## src/rtl/smp_demux_pkg.sv

```systemverilog
package smp_demux_pkg;
  localparam int SLOT_W = 2;

  typedef struct packed {
    logic demux;
    logic ph90;
    logic tpat;
  } mode_t;

  // Target level of the quarter-rate data clock for a given slot.
  function automatic logic dclk_target(input logic [SLOT_W-1:0] slot,
                                       input logic ph90, input logic cur);
    logic t;
    t = cur;
    if (!ph90) begin
      if (slot == 2'd1) t = 1'b1;
      else if (slot == 2'd3) t = 1'b0;
    end else begin
      if (slot == 2'd2) t = 1'b1;
      else if (slot == 2'd0) t = 1'b0;
    end
    return t;
  endfunction
endpackage

```

## src/rtl/smp_demux_ctrl.sv

```systemverilog
module smp_demux_ctrl
  import smp_demux_pkg::*;
(
  input  logic              clk,
  input  logic              rst_n,
  input  logic              demux_en,
  input  logic              phase_sel,
  input  logic              test_en,
  input  logic              dclk_sync,
  output logic              restart,
  output logic              launch,
  output logic              dclk
);
  mode_t             mode_d, mode_q;
  logic [SLOT_W-1:0] slot_q, slot_d;
  logic              dclk_q, dclk_d;

  assign mode_d  = '{demux: demux_en, ph90: phase_sel, tpat: test_en};
  assign restart = dclk_sync | (mode_d != mode_q);
  assign launch  = demux_en & slot_q[0] & ~restart;
  assign dclk    = dclk_q;

  always_comb begin
    slot_d = slot_q + 1'b1;
    dclk_d = ~dclk_q;
    if (demux_en) dclk_d = dclk_target(slot_q, phase_sel, dclk_q);
    if (restart) begin
      slot_d = '0;
      dclk_d = 1'b0;
    end
  end

  always_ff @(posedge clk or negedge rst_n) begin
    if (!rst_n) begin
      mode_q <= '0;
      slot_q <= '0;
      dclk_q <= 1'b0;
    end else begin
      mode_q <= mode_d;
      slot_q <= slot_d;
      dclk_q <= dclk_d;
    end
  end
endmodule

```

## src/rtl/smp_demux_pair.sv

```systemverilog
module smp_demux_pair #(
  parameter int WW = 13
) (
  input  logic          clk,
  input  logic          rst_n,
  input  logic          restart,
  input  logic          launch,
  input  logic          demux_en,
  input  logic          in_valid,
  input  logic [WW-1:0] in_word,
  output logic          upd,
  output logic [WW-1:0] early_word,
  output logic [WW-1:0] late_word
);
  logic          have_q, have_d;
  logic          pend_q, pend_d;
  logic [WW-1:0] first_q, first_d;
  logic [WW-1:0] pe_q, pe_d, pl_q, pl_d;
  logic          complete;

  assign complete   = demux_en & ~restart & in_valid & have_q;
  assign upd        = launch & (complete | pend_q);
  assign early_word = complete ? first_q : pe_q;
  assign late_word  = complete ? in_word : pl_q;

  always_comb begin
    have_d  = have_q;
    pend_d  = pend_q;
    first_d = first_q;
    pe_d    = pe_q;
    pl_d    = pl_q;
    if (restart || !demux_en) begin
      have_d = 1'b0;
      pend_d = 1'b0;
    end else begin
      if (in_valid) begin
        if (!have_q) begin
          first_d = in_word;
          have_d  = 1'b1;
        end else begin
          have_d = 1'b0;
        end
      end
      if (launch) begin
        pend_d = 1'b0;
      end else if (complete) begin
        pend_d = 1'b1;
        pe_d   = first_q;
        pl_d   = in_word;
      end
    end
  end

  always_ff @(posedge clk or negedge rst_n) begin
    if (!rst_n) begin
      have_q  <= 1'b0;
      pend_q  <= 1'b0;
      first_q <= '0;
      pe_q    <= '0;
      pl_q    <= '0;
    end else begin
      have_q  <= have_d;
      pend_q  <= pend_d;
      first_q <= first_d;
      pe_q    <= pe_d;
      pl_q    <= pl_d;
    end
  end
endmodule

```

## src/rtl/smp_demux_tpgen.sv

```systemverilog
module smp_demux_tpgen #(
  parameter int               W      = 12,
  parameter int               TP_LEN = 4,
  parameter logic [TP_LEN*W-1:0] TP_WORDS = '0
) (
  input  logic         clk,
  input  logic         rst_n,
  input  logic         restart,
  input  logic         step1,
  input  logic         step2,
  output logic [W:0]   word_a,
  output logic [W:0]   word_b
);
  localparam int IDX_W = $clog2(TP_LEN);

  logic [W-1:0]     tbl [TP_LEN];
  logic [IDX_W-1:0] idx_q, idx_d, idx_b;

  for (genvar k = 0; k < TP_LEN; k++) begin : g_tbl
    assign tbl[k] = TP_WORDS[k*W +: W];
  end

  assign idx_b  = idx_q + 1'b1;
  assign word_a = {idx_q[0], tbl[idx_q]};
  assign word_b = {idx_b[0], tbl[idx_b]};

  always_comb begin
    idx_d = idx_q;
    if (restart)    idx_d = '0;
    else if (step2) idx_d = idx_q + 2'd2;
    else if (step1) idx_d = idx_q + 1'b1;
  end

  always_ff @(posedge clk or negedge rst_n) begin
    if (!rst_n) idx_q <= '0;
    else        idx_q <= idx_d;
  end
endmodule

```

## src/rtl/smp_demux_dclk.sv

```systemverilog
module smp_demux_dclk #(
  parameter int                  DATA_W   = 12,
  parameter int                  TP_LEN   = 4,
  parameter logic [TP_LEN*DATA_W-1:0] TP_WORDS = {12'hA5C, 12'h3F0, 12'hFFF, 12'h000}
) (
  input  logic              clk,
  input  logic              rst_n,
  input  logic              in_valid,
  input  logic [DATA_W-1:0] in_data,
  input  logic              in_ovr,
  input  logic              demux_en,
  input  logic              phase_sel,
  input  logic              test_en,
  input  logic              dclk_sync,
  output logic [DATA_W-1:0] pri_data,
  output logic              pri_ovr,
  output logic [DATA_W-1:0] dly_data,
  output logic              dly_ovr,
  output logic              dly_oe,
  output logic              dclk
);
  localparam int WW = DATA_W + 1;

  logic          restart, launch, upd;
  logic [WW-1:0] early_w, late_w, tp_a, tp_b, in_w;
  logic [WW-1:0] pri_q, pri_d, dly_q, dly_d;
  logic          oe_q;

  assign in_w = {in_ovr, in_data};

  smp_demux_ctrl u_ctrl (
    .clk(clk), .rst_n(rst_n), .demux_en(demux_en), .phase_sel(phase_sel),
    .test_en(test_en), .dclk_sync(dclk_sync), .restart(restart),
    .launch(launch), .dclk(dclk)
  );

  smp_demux_pair #(.WW(WW)) u_pair (
    .clk(clk), .rst_n(rst_n), .restart(restart), .launch(launch),
    .demux_en(demux_en), .in_valid(in_valid), .in_word(in_w), .upd(upd),
    .early_word(early_w), .late_word(late_w)
  );

  smp_demux_tpgen #(.W(DATA_W), .TP_LEN(TP_LEN), .TP_WORDS(TP_WORDS)) u_tp (
    .clk(clk), .rst_n(rst_n), .restart(restart),
    .step1(~restart & ~demux_en & test_en),
    .step2(launch & test_en),
    .word_a(tp_a), .word_b(tp_b)
  );

  always_comb begin
    pri_d = pri_q;
    dly_d = dly_q;
    if (!restart) begin
      if (!demux_en) begin
        if (test_en)       pri_d = tp_a;
        else if (in_valid) pri_d = in_w;
      end else if (test_en) begin
        if (launch) begin
          dly_d = tp_a;
          pri_d = tp_b;
        end
      end else if (upd) begin
        dly_d = early_w;
        pri_d = late_w;
      end
    end
    if (!demux_en) dly_d = '0;
  end

  always_ff @(posedge clk or negedge rst_n) begin
    if (!rst_n) begin
      pri_q <= '0;
      dly_q <= '0;
      oe_q  <= 1'b0;
    end else begin
      pri_q <= pri_d;
      dly_q <= dly_d;
      oe_q  <= demux_en;
    end
  end

  assign {pri_ovr, pri_data} = pri_q;
  assign {dly_ovr, dly_data} = dly_q;
  assign dly_oe              = oe_q;
endmodule

```

## config.mk

```make
export PLATFORM = sky130hd
export DESIGN_NAME = smp_demux_dclk
export DESIGN_NICKNAME = d
export VERILOG_FILES = /design/src/rtl/smp_demux_pkg.sv /design/src/rtl/smp_demux_ctrl.sv /design/src/rtl/smp_demux_pair.sv /design/src/rtl/smp_demux_tpgen.sv /design/src/rtl/smp_demux_dclk.sv
export SDC_FILE = /design/constraint.sdc
export NUM_CORES = 1
export LEC_CHECK = 0
export BUFFER_PORTS_ARGS = -buffer_cell sky130_fd_sc_hd__buf_2
export CORE_ASPECT_RATIO = 0.8
export CORE_MARGIN = 5
export CORE_UTILIZATION = 63
export CTS_CLUSTER_DIAMETER = 150
export CTS_CLUSTER_SIZE = 30
export DETAILED_ROUTE_END_ITERATION = 8
export PLACE_DENSITY = 0.89
export SLEW_MARGIN = 20
export SYNTH_ARGS = -nofsm -noshare
export SYNTH_HDL_FRONTEND = slang
export SYNTH_HIERARCHICAL = 1
export SYNTH_SLANG_ARGS = --single-unit
```

## constraint.sdc

```tcl
create_clock -name clk -period 7.7 [get_ports clk]
set_input_delay 0.77 -clock clk [delete_from_list [all_inputs] [get_ports clk]]
set_output_delay 0.77 -clock clk [all_outputs]
set_load 0.005 [all_outputs]
```

==> metrics.yaml <==
cts:
  cts-buffers-inserted: 9
  cts_sinks: 76
  cts_root_buf: "clkbuf_8"
  ctsHoldBuffers: 0
  cts_tree: "done"
  cts_max_path_buffers: 2
  clkLatencyLatePin_ns: 0.35
  htree_levels: 3
  clk_pin_slew_ns: 0.08
  post_cts_buffers: 0
  cts_resized: 0
placement:
  gp_congestion: 0.7719
  dp.cells: 392
  pre_cts_slack_ns: 2.524
  numPortBuffers: 47
  dp_hpwl_um: 5140
sta:
  rsz0062_at_grt: "no"
  finClkSkew_ns: 0.01128
  setup_viol: 0
  hold_violations: 0
  timing.hold.ws_ns: 0.4953
  max_slew_margin: 0.3027
  final.period_utilization: 0.6404
  fin_tns_setup_ns: 0
  slew_viol_final: 0
  period_minus_slack_ns: 4.931
  setup_slack_ns: 2.769
  worst_pin_slew_ns: 1.042
  clock.fmax_mhz: 202.8
worst_setup_path:
  crit_required_ns: 7.93
  worstPathCellList: "buf_2 -> xor2_1 -> or4b_4 -> nand4b_2 -> a21boi_0 -> mux2i_1 -> a211oi_4 -> mux2_2"
  path_max_fanout: 32
  endpoint_kind: "register"
  startpoint_type: "input pin"
  arrival_ns: 5.16
  worst_path_max_delay_cell: "nand4b_2"
  worstSetupPathType: "in2reg"
  cp_slowest_stage_delay_ns: 0.92
floorplanning:
  row_count: 26
  die_y_um: 82.71
  fp.dieW_um: 100.9
  die_area_um2: 8343
  coreArea_um2: 6409
  top_level_ports: 48
  start_util: 0.6496
synthesis:
  ys_ff_latch: 76
  syn_nets: 321
  synth_seq_area_share: 0.4569
  post_synth.cell_area_avg_um2: 14.26
  yosysTopAreaCell: "dfrtp_1"
  synth_cell_types: 37
  netlist_area_um2: 4163
  synth_warnings: 6
  synth_top_cell_area_share: 0.4569
  yosys-top-cells-area: "dfrtp_1 (46%), mux2_2 (23%), mux4_1 (4.4%), buf_4 (4.3%), mux2i_1 (3.4%)"
  syn-instance-count: 292
cells_and_area:
  utilization: 0.7017
  drive_gt1_frac: 0.5123
  fillers: 463
  layout_commonest_cell: "mux2_2"
  diodes: 0
  ff_latch_area_um2: 1902
  area_growth_pct: 8.025
  most-common-layout-cells: "mux2_2 (85), dfrtp_1 (76), buf_2 (46)"
  layout.cells.non_filler: 408
  nets: 348
  multi_input_area_um2: 1982
drt:
  dr.first_iter.drc_count: 102
  wl_per_cell_um: 19.20
  ant_nets: 0
  first_pass_iters: 5
  route.vias.total: 2421
  via_per_inst: 5.934
  routed_wl_um: 7834
  drc_errors: 0
power_and_ir_drop:
  p_leak_uw: 0.002240
  powerDensity_nw_per_um2: 210.5
  irDropWorstVdd_v: 0.0001827
global_routing:
  grt_overflow_total: 0
  grt_pass1_wl_um: 13250
  grt_max_degree: 77
  antenna_found_initial: 0
  grt_pass1_vias: 2610
  gr-usage-all-layers: 0.2098
hold_path:
  hold_path_class: "reg2reg"
outcome:
  outcome: "completed"
job:
  maxCapViolCount: 0
[flip-flops by register name (all words and copies together) (netlist names)]
register and count:
dly_q 13, u_ctrl/slot_q 2, u_pair/pl_q 13, u_pair/have_q 1, u_ctrl/dclk 1, u_pair/pe_q 13
u_pair/first_q 13, u_pair/pend_q 1, pri_q 13, u_ctrl/mode_q 3, dly_oe 1, u_tp/idx_q 2
[cell type report]
| cell class | instances | area share |
|---|---|---|
| inverters | 7 | 0.005843 |
| clock buffers | 13 | 0.03756 |
| multi-input cells | 177 | 0.4407 |
| clock inverters | 3 | 0.01503 |
| well taps | 84 | 0.02337 |
| repair buffers | 48 | 0.05454 |
| flip-flops and latches | 76 | 0.4229 |
[synthesized netlist by cell type]
library cell  count
nor2_4            1
nand2b_1          3
mux4_2            6
or2_2             1
ha_1              9
mux2_4            4
a21boi_0          1
inv_1             7
mux2_1            2
a211oi_1          3
dfrtp_1          76
buf_6             4
mux2i_1          14
and3_1            1
nor3b_1           1
a211oi_4          1
xor2_1            2
and4_1            1
nand4b_2          1
nor3_1            3
nor2_1            3
buf_8             1
buf_4            24
or4b_4            1
a221oi_1          1
nand2_1           1
buf_2             1
and2_1            1
o21ai_2           1
mux4_1            7
o21a_1            1
clkbuf_1          2
nor2_2            1
nor2b_1          16
xnor2_1           4
mux2_2           85
nor3b_2           1
[where the power goes]
part           switching [uW]  total [uW]  leakage (uW)  internal [uW]
sequential               28.5         473       0.00102            444
combinational            50.5         122       0.00110           71.8
clock                     143         352      0.000116            209
[metrics by stage]
stage / total power (uW) / area [um2]
after floorplan: 546.7 / 4163
after global placement: 597.8 / 4260
after detailed placement: 605.6 / 4260
after CTS: 956.8 / 4497
after global routing: 988.7 / 4497
final: 946.6 / 4497
[per-layer routing]
layer | share of wire | GRT usage | wire (um)
met1 | 0.44 | 0.2642 | 3477
met2 | 0.50 | 0.3647 | 3889
met3 | 0.047 | 0.05961 | 372
met4 | 0.012 | 0.04441 | 95
met5 | 0 | 0 | 0
[logic make-up after synthesis]
group / after synthesis / synth area share
muxes: 118 / 0.3601
DFF: 76 / 0.4569
buffers and inverters: 39 / 0.06703
and+or+nand+nor: 36 / 0.05831
AOI/OAI and AO/OA: 8 / 0.01804
xor gates and xnor gates: 6 / 0.01262
adders and majority gates: 9 / 0.02705
[critical path: cells and delay by family]
family / cells / cell delay [ns]
AO/OA/AOI/OAI: 2 / 1.34
XOR/XNOR: 1 / 0.21
buffers and inverters: 1 / 0.66
multiplexers: 2 / 0.62
AND/OR/NAND/NOR: 2 / 1.53
[final timing paths]
path                                        from             end  slack, ns  depth (start not counted)
worst max-delay path                     test_en        pri_q[7]       2.77                          8
worst min-delay path              u_pair/pl_q[0]  u_pair/pl_q[0]       0.50                          1
worst max register to register  u_ctrl/mode_q[2]        pri_q[7]       3.53                          7
worst min register to register    u_pair/pl_q[0]  u_pair/pl_q[0]       0.50                          1
max in group asynchronous                  rst_n  u_pair/pl_q[9]       6.53                          1
min in group asynchronous                  rst_n  u_pair/pe_q[0]       0.55                          1
No activity file was read; power rests on OpenSTA's default activity.
